**config.mk**
```make
export PLATFORM = sky130hd
export DESIGN_NAME = cart_bank_mapper
export DESIGN_NICKNAME = d
export VERILOG_FILES = /design/src/rtl/cbm_pkg.sv /design/src/rtl/cbm_regs.sv /design/src/rtl/cbm_rom_xlate.sv /design/src/rtl/cbm_ram_xlate.sv /design/src/rtl/cart_bank_mapper.sv
export SDC_FILE = /design/constraint.sdc
export NUM_CORES = 1
export LEC_CHECK = 0
export BUFFER_PORTS_ARGS = -buffer_cell sky130_fd_sc_hd__buf_2
export CAP_MARGIN = 20
export CORE_ASPECT_RATIO = 1.5
export CORE_UTILIZATION = 38
export CTS_CLUSTER_SIZE = 10
export DETAILED_ROUTE_END_ITERATION = 10
export GPL_TIMING_DRIVEN = 0
export HOLD_SLACK_MARGIN = 0.02
export PLACE_DENSITY_LB_ADDON = 0.05
export SYNTH_ARGS = -nofsm -noshare
export SYNTH_HDL_FRONTEND = slang
export SYNTH_SLANG_ARGS = --single-unit
```
**constraint.sdc**
```tcl
create_clock -name clk -period 2.3 [get_ports clk]
set_input_delay 0.23 -clock clk [delete_from_list [all_inputs] [get_ports clk]]
set_output_delay 0.23 -clock clk [all_outputs]
set_load 0.01 [all_outputs]
```
**src/rtl/cbm_pkg.sv**
```systemverilog
package cbm_pkg;

   localparam int CPU_ADDR_W = 16;

   // Region selected by CPU address bits 15:13
   typedef enum logic [2:0] {
      RG_RAMCTL = 3'd0,
      RG_BANKLO = 3'd1,
      RG_BANKHI = 3'd2,
      RG_MODE   = 3'd3,
      RG_VIDEO  = 3'd4,
      RG_XRAM   = 3'd5,
      RG_WRAM   = 3'd6,
      RG_TOP    = 3'd7
   } cbm_region_e;

   function automatic cbm_region_e region_of(input logic [CPU_ADDR_W-1:0] a);
      return cbm_region_e'(a[CPU_ADDR_W-1 -: 3]);
   endfunction

endpackage

```
**src/rtl/cbm_regs.sv**
```systemverilog
module cbm_regs #(
   parameter int DATA_W    = 8,
   parameter int BANK_LO_W = 5,
   parameter int BANK_HI_W = 2,
   parameter int SEL_W     = 3
) (
   input  logic                 clk,
   input  logic                 rst_n,
   input  logic                 wr_en,
   input  cbm_pkg::cbm_region_e region,
   input  logic [DATA_W-1:0]    wdata,
   input  logic [SEL_W-1:0]     rom_sel,
   output logic                 ram_on,
   output logic [BANK_LO_W-1:0] bank_lo,
   output logic [BANK_HI_W-1:0] bank_hi,
   output logic                 mode
);
   import cbm_pkg::*;

   if (DATA_W < BANK_LO_W) begin : g_bad_data_w
      $error("cbm_regs: DATA_W must cover BANK_LO_W");
   end
   if (DATA_W < BANK_HI_W) begin : g_bad_hi_w
      $error("cbm_regs: DATA_W must cover BANK_HI_W");
   end

   logic [BANK_LO_W-1:0] size_mask;
   logic [BANK_LO_W-1:0] lo_next;

   always_comb begin
      for (int i = 0; i < BANK_LO_W; i++) begin
         size_mask[i] = (int'(rom_sel) >= i);
      end
      if (wdata == '0) begin
         lo_next = BANK_LO_W'(1);
      end else begin
         lo_next = wdata[BANK_LO_W-1:0] & size_mask;
      end
   end

   always_ff @(posedge clk) begin
      if (!rst_n) begin
         ram_on  <= 1'b0;
         bank_lo <= BANK_LO_W'(1);
         bank_hi <= '0;
         mode    <= 1'b0;
      end else if (wr_en) begin
         unique case (region)
            RG_RAMCTL: ram_on  <= (wdata[3:0] == 4'hA);
            RG_BANKLO: bank_lo <= lo_next;
            RG_BANKHI: bank_hi <= wdata[BANK_HI_W-1:0];
            RG_MODE:   mode    <= wdata[0];
            default:   ;
         endcase
      end
   end

   // a zero data byte always lands as bank 1
   assert_zero_sub_R3: assert property (@(posedge clk) disable iff (!rst_n)
      (wr_en && region == RG_BANKLO && wdata == '0) |=> (bank_lo == BANK_LO_W'(1)));

   // mode flag follows data bit 0 of a mode write
   assert_mode_load_R5: assert property (@(posedge clk) disable iff (!rst_n)
      (wr_en && region == RG_MODE) |=> (mode == $past(wdata[0])));

   // RAM enable follows the 0xA nibble
   assert_ram_on_R8: assert property (@(posedge clk) disable iff (!rst_n)
      (wr_en && region == RG_RAMCTL) |=> (ram_on == ($past(wdata[3:0]) == 4'hA)));

   // no register moves without a write strobe
   assert_hold_R11: assert property (@(posedge clk) disable iff (!rst_n)
      !wr_en |=> ($stable(bank_lo) && $stable(bank_hi) && $stable(mode) && $stable(ram_on)));

endmodule

```
**src/rtl/cbm_rom_xlate.sv**
```systemverilog
module cbm_rom_xlate #(
   parameter int BANK_LO_W      = 5,
   parameter int BANK_HI_W      = 2,
   parameter int WIN_W          = 14,
   parameter int SEL_W          = 3,
   parameter bit MODE1_REMAP    = 1'b1,
   localparam int BANK_W        = BANK_LO_W + BANK_HI_W,
   localparam int ROM_ADDR_W    = BANK_W + WIN_W
) (
   input  logic                          clk,
   input  logic                          rst_n,
   input  logic [cbm_pkg::CPU_ADDR_W-1:0] cpu_addr,
   input  logic                          mode,
   input  logic [BANK_LO_W-1:0]          bank_lo,
   input  logic [BANK_HI_W-1:0]          bank_hi,
   input  logic [SEL_W-1:0]              rom_sel,
   output logic [ROM_ADDR_W-1:0]         rom_addr
);
   import cbm_pkg::*;

   if (WIN_W + 2 != CPU_ADDR_W) begin : g_bad_win
      $error("cbm_rom_xlate: two ROM windows must fill the lower half of the CPU space");
   end

   logic [BANK_LO_W-1:0] size_mask;
   logic [BANK_HI_W-1:0] upper;
   logic [BANK_W-1:0]    high_bank;
   logic [BANK_W-1:0]    zero_bank;
   logic [BANK_W-1:0]    fixed_bank;
   logic [WIN_W-1:0]     offset;
   logic                 in_rom;
   logic                 in_high;

   always_comb begin
      for (int i = 0; i < BANK_LO_W; i++) begin
         size_mask[i] = (int'(rom_sel) >= i);
      end
      for (int j = 0; j < BANK_HI_W; j++) begin
         upper[j] = bank_hi[j] & (int'(rom_sel) >= BANK_LO_W + j);
      end
      high_bank = {upper, bank_lo & size_mask};
      zero_bank = {upper, {BANK_LO_W{1'b0}}};
   end

   if (MODE1_REMAP) begin : g_remap
      assign fixed_bank = mode ? zero_bank : '0;
   end else begin : g_no_remap
      assign fixed_bank = '0;
   end

   assign offset  = cpu_addr[WIN_W-1:0];
   assign in_rom  = ~cpu_addr[CPU_ADDR_W-1];
   assign in_high = cpu_addr[WIN_W];

   always_comb begin
      if (!in_rom) begin
         rom_addr = '0;
      end else if (in_high) begin
         rom_addr = {high_bank, offset};
      end else begin
         rom_addr = {fixed_bank, offset};
      end
   end

   // mode 0 passes the fixed window through
   assert_fixed_pass_R2: assert property (@(posedge clk) disable iff (!rst_n)
      (!mode && cpu_addr[CPU_ADDR_W-1 -: 2] == 2'b00) |->
         (rom_addr == ROM_ADDR_W'(cpu_addr)));

   // small ROMs never see the upper bank bits
   assert_upper_ignored_R6: assert property (@(posedge clk) disable iff (!rst_n)
      (int'(rom_sel) < BANK_LO_W) |-> (rom_addr[ROM_ADDR_W-1 -: BANK_HI_W] == '0));

   // switchable window keeps the in-bank offset
   assert_high_offset_R4: assert property (@(posedge clk) disable iff (!rst_n)
      (cpu_addr[CPU_ADDR_W-1 -: 2] == 2'b01) |-> (rom_addr[WIN_W-1:0] == cpu_addr[WIN_W-1:0]));

endmodule

```
**src/rtl/cbm_ram_xlate.sv**
```systemverilog
module cbm_ram_xlate #(
   parameter int          BANK_HI_W   = 2,
   parameter int          RAM_OFS_W   = 13,
   parameter int          RAM_SMALL_W = 11,
   parameter int          DATA_W      = 8,
   parameter logic [7:0]  OPEN_BUS    = 8'hFF,
   localparam int         RAM_ADDR_W  = RAM_OFS_W + BANK_HI_W
) (
   input  logic                          clk,
   input  logic                          rst_n,
   input  logic [cbm_pkg::CPU_ADDR_W-1:0] cpu_addr,
   input  logic                          cpu_rd,
   input  logic                          cpu_wr,
   input  logic                          ram_on,
   input  logic                          mode,
   input  logic [BANK_HI_W-1:0]          bank_hi,
   input  logic [1:0]                    ram_sel,
   output logic [RAM_ADDR_W-1:0]         ram_addr,
   output logic                          ram_en,
   output logic                          ram_we,
   output logic                          ovr_valid,
   output logic [DATA_W-1:0]             ovr_data
);
   import cbm_pkg::*;

   if (RAM_SMALL_W > RAM_OFS_W) begin : g_bad_small
      $error("cbm_ram_xlate: small RAM cannot exceed the window");
   end
   if (RAM_OFS_W + 3 != CPU_ADDR_W) begin : g_bad_ofs
      $error("cbm_ram_xlate: RAM window must be an eighth of the CPU space");
   end

   logic [RAM_OFS_W-1:0] offset;
   logic                 in_win;

   assign offset = cpu_addr[RAM_OFS_W-1:0];
   assign in_win = (region_of(cpu_addr) == RG_XRAM);

   always_comb begin
      unique case (ram_sel)
         2'd0:    ram_addr = RAM_ADDR_W'(offset[RAM_SMALL_W-1:0]);
         2'd1:    ram_addr = RAM_ADDR_W'(offset);
         default: ram_addr = mode ? {bank_hi, offset} : RAM_ADDR_W'(offset);
      endcase
   end

   assign ram_en    = in_win & ram_on & (cpu_rd | cpu_wr);
   assign ram_we    = in_win & ram_on & cpu_wr;
   assign ovr_valid = in_win & ~ram_on & cpu_rd;
   assign ovr_data  = DATA_W'(OPEN_BUS);

   // a disabled RAM is never accessed
   assert_ram_blocked_R9: assert property (@(posedge clk) disable iff (!rst_n)
      !ram_on |-> (!ram_en && !ram_we));

   // override and real access exclude each other
   assert_ovr_excl_R9: assert property (@(posedge clk) disable iff (!rst_n)
      ovr_valid |-> !ram_en);

   // mode 0 always uses RAM bank 0
   assert_bank0_mode0_R10: assert property (@(posedge clk) disable iff (!rst_n)
      !mode |-> (ram_addr[RAM_ADDR_W-1 -: BANK_HI_W] == '0));

endmodule

```
**src/rtl/cart_bank_mapper.sv**
```systemverilog
module cart_bank_mapper #(
   parameter int         DATA_W      = 8,
   parameter int         BANK_LO_W   = 5,
   parameter int         BANK_HI_W   = 2,
   parameter int         WIN_W       = 14,
   parameter int         RAM_OFS_W   = 13,
   parameter int         RAM_SMALL_W = 11,
   parameter int         SEL_W       = 3,
   parameter bit         MODE1_REMAP = 1'b1,
   parameter logic [7:0] OPEN_BUS    = 8'hFF,
   localparam int        ROM_ADDR_W  = BANK_LO_W + BANK_HI_W + WIN_W,
   localparam int        RAM_ADDR_W  = RAM_OFS_W + BANK_HI_W
) (
   input  logic                  clk,
   input  logic                  rst_n,
   input  logic [15:0]           cpu_addr,
   input  logic [DATA_W-1:0]     cpu_wdata,
   input  logic                  cpu_wr,
   input  logic                  cpu_rd,
   input  logic [SEL_W-1:0]      cfg_rom_banks,
   input  logic [1:0]            cfg_ram_size,
   output logic [ROM_ADDR_W-1:0] rom_addr,
   output logic [RAM_ADDR_W-1:0] ram_addr,
   output logic                  ram_en,
   output logic                  ram_we,
   output logic                  ovr_valid,
   output logic [DATA_W-1:0]     ovr_data
);
   import cbm_pkg::*;

   if ((1 << SEL_W) < BANK_LO_W + BANK_HI_W) begin : g_bad_sel
      $error("cart_bank_mapper: SEL_W too narrow for the bank width");
   end

   logic                 ram_on;
   logic [BANK_LO_W-1:0] bank_lo;
   logic [BANK_HI_W-1:0] bank_hi;
   logic                 mode;
   logic                 ctl_wr;

   assign ctl_wr = cpu_wr & ~cpu_addr[15];

   cbm_regs #(
      .DATA_W(DATA_W), .BANK_LO_W(BANK_LO_W), .BANK_HI_W(BANK_HI_W), .SEL_W(SEL_W)
   ) u_regs (
      .clk(clk), .rst_n(rst_n), .wr_en(ctl_wr), .region(region_of(cpu_addr)),
      .wdata(cpu_wdata), .rom_sel(cfg_rom_banks),
      .ram_on(ram_on), .bank_lo(bank_lo), .bank_hi(bank_hi), .mode(mode)
   );

   cbm_rom_xlate #(
      .BANK_LO_W(BANK_LO_W), .BANK_HI_W(BANK_HI_W), .WIN_W(WIN_W),
      .SEL_W(SEL_W), .MODE1_REMAP(MODE1_REMAP)
   ) u_rom (
      .clk(clk), .rst_n(rst_n), .cpu_addr(cpu_addr), .mode(mode),
      .bank_lo(bank_lo), .bank_hi(bank_hi), .rom_sel(cfg_rom_banks),
      .rom_addr(rom_addr)
   );

   cbm_ram_xlate #(
      .BANK_HI_W(BANK_HI_W), .RAM_OFS_W(RAM_OFS_W), .RAM_SMALL_W(RAM_SMALL_W),
      .DATA_W(DATA_W), .OPEN_BUS(OPEN_BUS)
   ) u_ram (
      .clk(clk), .rst_n(rst_n), .cpu_addr(cpu_addr), .cpu_rd(cpu_rd),
      .cpu_wr(cpu_wr), .ram_on(ram_on), .mode(mode), .bank_hi(bank_hi),
      .ram_sel(cfg_ram_size), .ram_addr(ram_addr), .ram_en(ram_en),
      .ram_we(ram_we), .ovr_valid(ovr_valid), .ovr_data(ovr_data)
   );

endmodule

```
Word level (Yosys, flattened, before mapping)
Cells that the tools add are included.

word-level totals
  bits in registers = 9
  input bits = 33
  output and inout bits = 47

operators by class
  order comparisons = 6
  equal/unequal tests = 6
  multiplexer cells = 6
  bitwise operators = 13
  reduce and logical (&&, ||, !) cells = 7

operators by type and width
  cell                                                 count
  two-way mux 21 bit                                   2
  case mux 15 bit (2 select lines)                     1
  two-way mux 15 bit                                   1
  bitwise AND 5 bit                                    2
  >= comparator 3 bit, second input constant           3
  bitwise AND 1 bit                                    8
  logical NOT 8 bit                                    1
  AND reduction 2 bit                                  4
  two-way mux 7 bit                                    1
  equality test 3 x 2 -> 1 bit, second input constant  2
  >= comparator 3 x 2 -> 1 bit, second input constant  2
  two-way mux 5 bit                                    1
  equality test 4 bit, second input constant           1
  equality test 3 x 1 -> 1 bit, second input constant  1
  equality test 3 bit, second input constant           1
  >= comparator 3 x 1 -> 1 bit, second input constant  1
  logical NOT 3 bit                                    1
  equality test 2 x 1 -> 1 bit, second input constant  1
  logical NOT 2 bit                                    1
  NOT 1 bit                                            2
  bitwise OR 1 bit                                     1

Logic depth before layout (Yosys ltp)
Gate-level depths: netlist of the first run.

  word-level depth = 5
  gate-level depth with buffers = 4
  mapped depth without buffers = 3

Cells and area by module
From an unflattened synthesis of the first run, not the netlist that was laid out.

unflattened totals
  cell total of the unflattened synthesis = 107
  area total of the unflattened synthesis = 845.8 um^2

by module, submodules not included
  module            instances  cells an instance  area each (um^2)  sequential area each (um^2)
  cbm_regs          1          45                 416.6             180.2
  cbm_ram_xlate     1          31                 217.7             0.0
  cbm_rom_xlate     1          30                 197.7             0.0
  cart_bank_mapper  1          1                  13.8              0.0

Worst setup path after synthesis of the first run
OpenSTA, ideal clock, no wires.

  path type = in2out
  start = in cpu_addr[15]
  end = out ovr_valid
  arrival time = 0.866 ns
  path slack = 1.204 ns
  cell stages on the path = 4
  path buffers = 1
  cells stage by stage = buf_6 > inv_1 > nor3b_1 > and3b_1

on the way
  longest elaborated chain between the ends = 3

RTL lines
  item                            RTL line                RTL
  start, declared                 cart_bank_mapper.sv:16  input logic [15:0] cpu_addr,
  equality test 3 bit             cbm_ram_xlate.sv:37     assign in_win = (region_of(cpu_addr) == RG_XRAM);
  bitwise AND 1 bit (2 in a row)  cbm_ram_xlate.sv:49     assign ovr_valid = in_win & ~ram_on & cpu_rd;
  end, declared                   cart_bank_mapper.sv:26  output logic ovr_valid,

Every way passes these cells.

Worst setup path after layout of the first run
Ends and elaborated chain as after synthesis.

==> results of run 1 <==
[how the worst min path moves through the flow]
stage	endpoint	slack [ns]	cells after the start
detailed placement	u_regs.bank_lo[1]	0.44	2
global placement	u_regs.bank_lo[3]	0.43	2
floorplan	u_regs.bank_lo[1]	0.37	2
global route	u_regs.bank_lo[4]	0.24	2
finish	u_regs.bank_lo[4]	0.22	2
CTS	u_regs.bank_lo[4]	0.23	2
[synthesized netlist by cell type (all sizes together)]
cell	count	area (um^2)
a211oi	1	7.510
a21boi	2	15.01
a21o	1	7.510
and2	1	6.260
and3	6	37.54
and3b	1	8.760
and4bb	2	28.78
buf	20	153.9
clkbuf	2	7.510
conb	1	3.750
dfxtp	9	180.2
inv	1	3.750
mux2i	4	40.04
nand2	5	18.77
nand3	3	15.01
nand4	2	12.51
nand4b	1	8.760
nand4bb	1	11.26
nor2	3	11.26
nor2b	19	118.9
nor3b	1	7.510
nor4	2	12.51
nor4b	1	23.77
nor4bb	1	10.01
o211a	2	20.02
o211ai	2	15.01
o21a	2	15.01
o21ai	2	10.01
or3	1	6.260
[metrics by stage]
stage	instances	power [mW]	hold slack (ns)	area, um^2
6_report	203	0.4346	0.2244	1252
5_1_grt	203	0.4605	0.2409	1252
4_1_cts	203	0.4371	0.2278	1252
3_5_place_dp	199	0.3156	0.4439	1226
3_3_place_gp	199	0.3131	0.4341	1226
2_1_floorplan	106	0.2457	0.3704	843.3
[report_power, final]
| part | total (mW) | switching (mW) | internal [mW] |
|---|---|---|---|
| Sequential | 0.160 | 0.00167 | 0.159 |
| Clock | 0.123 | 0.0560 | 0.0667 |
| Combinational | 0.152 | 0.0717 | 0.0800 |
[routing by layer]
layer / wire [um] / up-vias / global-route usage [%]
met5: 0 / - / 0
met4: 12 / 0 / 5.911
met3: 180 / 2 / 1.509
met1: 797 / 412 / 20.52
met2: 1114 / 47 / 32.95
li1: - / 484 / -
[cell type report]
class                           instances  area [um^2]  area share [%]
Timing Repair Buffer                   71        355.3           28.37
Multi-Input combinational cell         74        498.0           39.76
Buffer                                 22        161.4           12.89
Inverter                                1        3.754          0.2997
Clock buffer                            4        26.28           2.098
Sequential cell                         9        180.2           14.39
Tap cell                               22        27.53           2.198
[cells by family after synthesis]
| family | after synthesis |
|---|---|
| other cells | 1 |
| simple gates | 50 |
| mux | 4 |
| flops | 9 |
| buf+inv | 23 |
| compound gates | 12 |
[flip-flops by register name, indices dropped and copies added (netlist names)]
register and count:
u_regs.bank_hi 2, u_regs.bank_lo 5, u_regs.ram_on 1, u_regs.mode 1
==> run metrics, run 1 <==
initial antenna violation count 0; Fill cells 197; CTS tree yes; Mapped Cells 99; final setup violation count 0; DRT Pass-1 Iters 4; dpl ws 0.8860 ns; Placer Congestion 0.6957; Core Box Area 0.002027 mm^2; first-pass GRT wire length 3118 um; setup bufs post-CTS 0; RSZ-0062 raised after global routing no; ANT cells 0; clk_skew 0 ns; synthesized cell area 817.0 um^2; clk_lat worst skew 0.25 ns; Compound-Gate Fraction of Synth Area 11.03%; Total Wirelength 2104 um; DR vias 945; Antenna Nets Post-Route 0; Hold WC Path Type in -> reg; Remaining DRCs 0; Routed WL per cell 10.36 um; critical path, cell by cell buf_2 -> buf_6 -> inv_1 -> nor3b_1 -> and3b_1 -> buf_2; H-tree depth 1; Port Buffers 71; Yosys cell types 31; Peak Freq 0.7189 GHz; CP max stage cell nor3b_1; CP delay by family, top simple AND/OR/NAND/NOR gates; Syn Area/Cell 8.253 um^2; post-synthesis sequential area ratio 22.05%; Synth Area in Simple Gates 41.35%; critical path class in -> out; Crit. End Element primary output; layout cell share with drive strength beyond 1 53.59%; Yosys warning count 0; die area 0.002343 mm^2; minimum clock period 1.391 ns; Worst EP arrival 1.16 ns; multiplexer area fraction after synthesis 4.900%; endpoints failing hold 0; Max-Cap Viols 0; largest buffer count on any clock path 2; #FFs+latches synth 9; Post-CTS Hold Buffers 0; Peak VDD IR 0.3084 mV; Root Buffer clkbuf_4; worst r2r src u_regs.mode; Synth Area in Adders 0%; Critical Path End ovr_valid; largest net degree at the start of global routing 11; xor and xnor fraction of the mapped netlist area 0%; power per cell area 347.0 mW/mm^2; final setup TNS 0 ns; FF-to-FF End u_regs.mode; final period utilization 60.48%; CTS Sinks 9; Lkg Pwr 0.7134 nW; max-slew violations 0; CP peak stage delay 0.31 ns; flop-to-flop setup slack 1.68 ns; post_cts resized 0; Num CTS Buffers 3; Worst path depth 6; initial drt markers 14; vias in the first global route 776; post-layout utilization of the core 61.79%; IO Pins 80; largest family of logic cells by synthesized area simple AND/OR/NAND/NOR gates; via/cell ratio 4.655; Clk pin slew, worst setup/hold paths 0.07 ns; area grow syn2layout 53.29%; Req. time, crit path 2.07 ns; PnR worst setup slack 0.9089 ns; most common cell after layout, fill and taps aside buf_2; most frequent cells in the layout buf_2 (71), nor2b_1 (19), buf_4 (19); Post-DP HPWL 1749 um; gr usage total 18.06%; Die Y 58.79 um; fin nets 215; CP Max Fanout 10; Chip Width 39.86 um; R2R depth 2; # rows 20; status finished clean; CP startpoint kind input pin; Crit path buffers/inverters 4; Initial Util 40.31%; worst hold path startpoint rst_n; Critical Path Start cpu_addr[15]; GR Overflow Total 0; cell repeated most along the worst path buf_2
(Power assumes the default switching activity.)
==> run 2, diff against run 1 <==
--- a/config.mk
+++ b/config.mk
@@ -8,7 +8,7 @@
 export BUFFER_PORTS_ARGS = -buffer_cell sky130_fd_sc_hd__buf_2
 export CAP_MARGIN = 20
 export CORE_ASPECT_RATIO = 1.5
-export CORE_UTILIZATION = 38
+export CORE_UTILIZATION = 36
 export CTS_CLUSTER_SIZE = 10
 export DETAILED_ROUTE_END_ITERATION = 10
 export GPL_TIMING_DRIVEN = 0
==> constraint.sdc (replaced) <==
create_clock -name clk -period 1.3 [get_ports clk]
set_input_delay 0.13 -clock clk [delete_from_list [all_inputs] [get_ports clk]]
set_output_delay 0.13 -clock clk [all_outputs]
set_load 0.01 [all_outputs]
==> run metrics, run 2 (synthesized netlist as in run 1, its figures left out) <==
status finished clean; Die Y 60.35 um (+2.6%); IO Pins 80 (unchanged); total power 0.7683 mW (+77%); endpoints failing hold 0 (unchanged); Chip Width 40.90 um (+2.6%); Post-CTS Hold Buffers 0 (unchanged); die area 0.002468 mm^2 (+5.3%); initial antenna violation count 0 (unchanged); DP Area 0.001226 mm^2 (unchanged); max-slew violations 0 (unchanged); initial drt markers 18 (+4); Most flops, register u_regs.bank_lo; Fill cells 222 (+13%); Seq pwr share 36.9% (about the same); Post-DP HPWL 1834 um (+4.9%); Root Buffer clkbuf_4; post-layout instance area 0.001257 mm^2 (+0.40%); final setup violation count 0 (unchanged); Crit. End Element primary output; Sw Ratio 29.62% (-0.14 points); post-layout utilization of the core 60.54% (-1.2 points); gr usage total 16.80% (-1.3 points); fin nets 215 (unchanged); clk_skew 0 ns (unchanged); PnR worst setup slack 0.1387 ns (-0.7702 ns); area grow syn2layout 53.91%; P_int 0.5407 mW (+77%); Placer Congestion 0.7588 (+9.1%); # rows 20 (unchanged); DRT Pass-1 Iters 2 (-2); placed insts 199 (unchanged); RSZ-0062 raised after global routing no; most frequent cells in the layout buf_2 (71), nor2b_1 (19), buf_4 (19); CTS tree yes; most common cell after layout, fill and taps aside buf_2; CP max stage cell dfxtp_1; FF+latch area 180.2 um^2 (unchanged); Initial Util 39.34% (-0.97 points); CP peak stage delay 0.33 ns (+0.02 ns); minimum clock period 1.161 ns; GR Overflow Total 0 (unchanged); largest buffer count on any clock path 2 (unchanged); Routed WL per cell 10.60 um (+2.3%); Remaining DRCs 0 (unchanged); H-tree depth 1 (unchanged); CP Max Fanout 4 (-6); final setup TNS 0 ns (unchanged); Lkg Pwr 0.7152 nW (+0.25%); Combinational Power Share 35.2% (+0.3 points); power per cell area 611.0 mW/mm^2 (+76%); critical path class reg -> out; Total Wirelength 2152 um (+2.3%); multi-input logic area 503.0 um^2 (+1.0%); Max-Cap Viols 0 (unchanged); hold_ws 0.1186 ns (-0.1058 ns); CTS Sinks 9 (unchanged); Core Box Area 0.002077 mm^2 (+2.5%); vias in the first global route 769 (-0.90%); via/cell ratio 4.798 (+3.1%); Antenna Nets Post-Route 0 (unchanged); final period utilization 89.33%; Hold WC Path Type in -> reg; dpl ws 0.08514 ns (-0.8009 ns); ANT cells 0 (unchanged); max reg flops 5 (unchanged); switching pwr 0.2276 mW (+76%); Largest regs u_regs.bank_lo (5), u_regs.bank_hi (2); critical path, cell by cell o211ai_1 -> nor2_1 -> buf_2; Req. time, crit path 1.17 ns (-0.90 ns); Clk pin slew, worst setup/hold paths 0.07 ns (about the same); first-pass GRT wire length 3001 um (-3.8%); clk_lat worst skew 0.25 ns (about the same); largest net degree at the start of global routing 11 (unchanged); clock power share 27.9% (-0.3 points); DR vias 974 (+3.1%); Worst EP arrival 1.03 ns (-0.13 ns); Peak VDD IR 0.5051 mV (+64%); fin cells 203 (unchanged); layout cell share with drive strength beyond 1 54.14% (+0.55 points); Port Buffers 71 (unchanged); Peak Freq 0.8611 GHz; CP startpoint kind register; Num CTS Buffers 3 (unchanged)
==> run 2: timing repair <==
action,CTS,global route
setup buffers,0,0
resized for setup,0,1
endpoints found under the setup margin,0,3
==> run 2: final timing paths <==
path / start / endpoint / slack (ns) / depth (start not counted)
min reg2reg: u_regs.bank_lo[3] / u_regs.bank_lo[3] / 0.45 / 2
max: u_regs.mode / rom_addr[19] / 0.14 / 3
min: rst_n / u_regs.bank_lo[4] / 0.12 / 2
max reg2reg: u_regs.mode / u_regs.mode / 0.67 / 2
==> run 2: worst max-delay path, delay by kind of cell, from the launching register on <==
| kind | cells | cell delay, ns |
|---|---|---|
| AND/OR/NAND/NOR | 1 | 0.08 |
| buffers and inverters | 1 | 0.14 |
| flip-flops | 1 | 0.33 |
| AO/OA/AOI/OAI | 1 | 0.22 |
==> run 2: power by group through the flow <==
stage | Combinational (mW) | Sequential (mW) | Clock [mW]
after floorplan | 0.146 | 0.289 | 0
after global placement | 0.265 | 0.289 | 0
after detailed placement | 0.270 | 0.290 | 0
after CTS | 0.271 | 0.283 | 0.220
after global routing | 0.300 | 0.284 | 0.240
final | 0.271 | 0.283 | 0.214
==> run 2: cell type report <==
type,instances,area share [%]
multi-input cells,74,40.00
repair buffers,71,28.26
flip-flops and latches,9,14.33
plain buffers,22,12.84
well taps,22,2.189
clock buffers,4,2.090
inverters,1,0.2985
==> run 2: metal layers <==
layer	vias to the layer above	track usage, %	part of all wire [%]
met4	0	7.143	0.37
li1	486	-	-
met3	2	1.832	10
met1	429	16.82	38
met2	57	31.92	52
met5	-	0	0
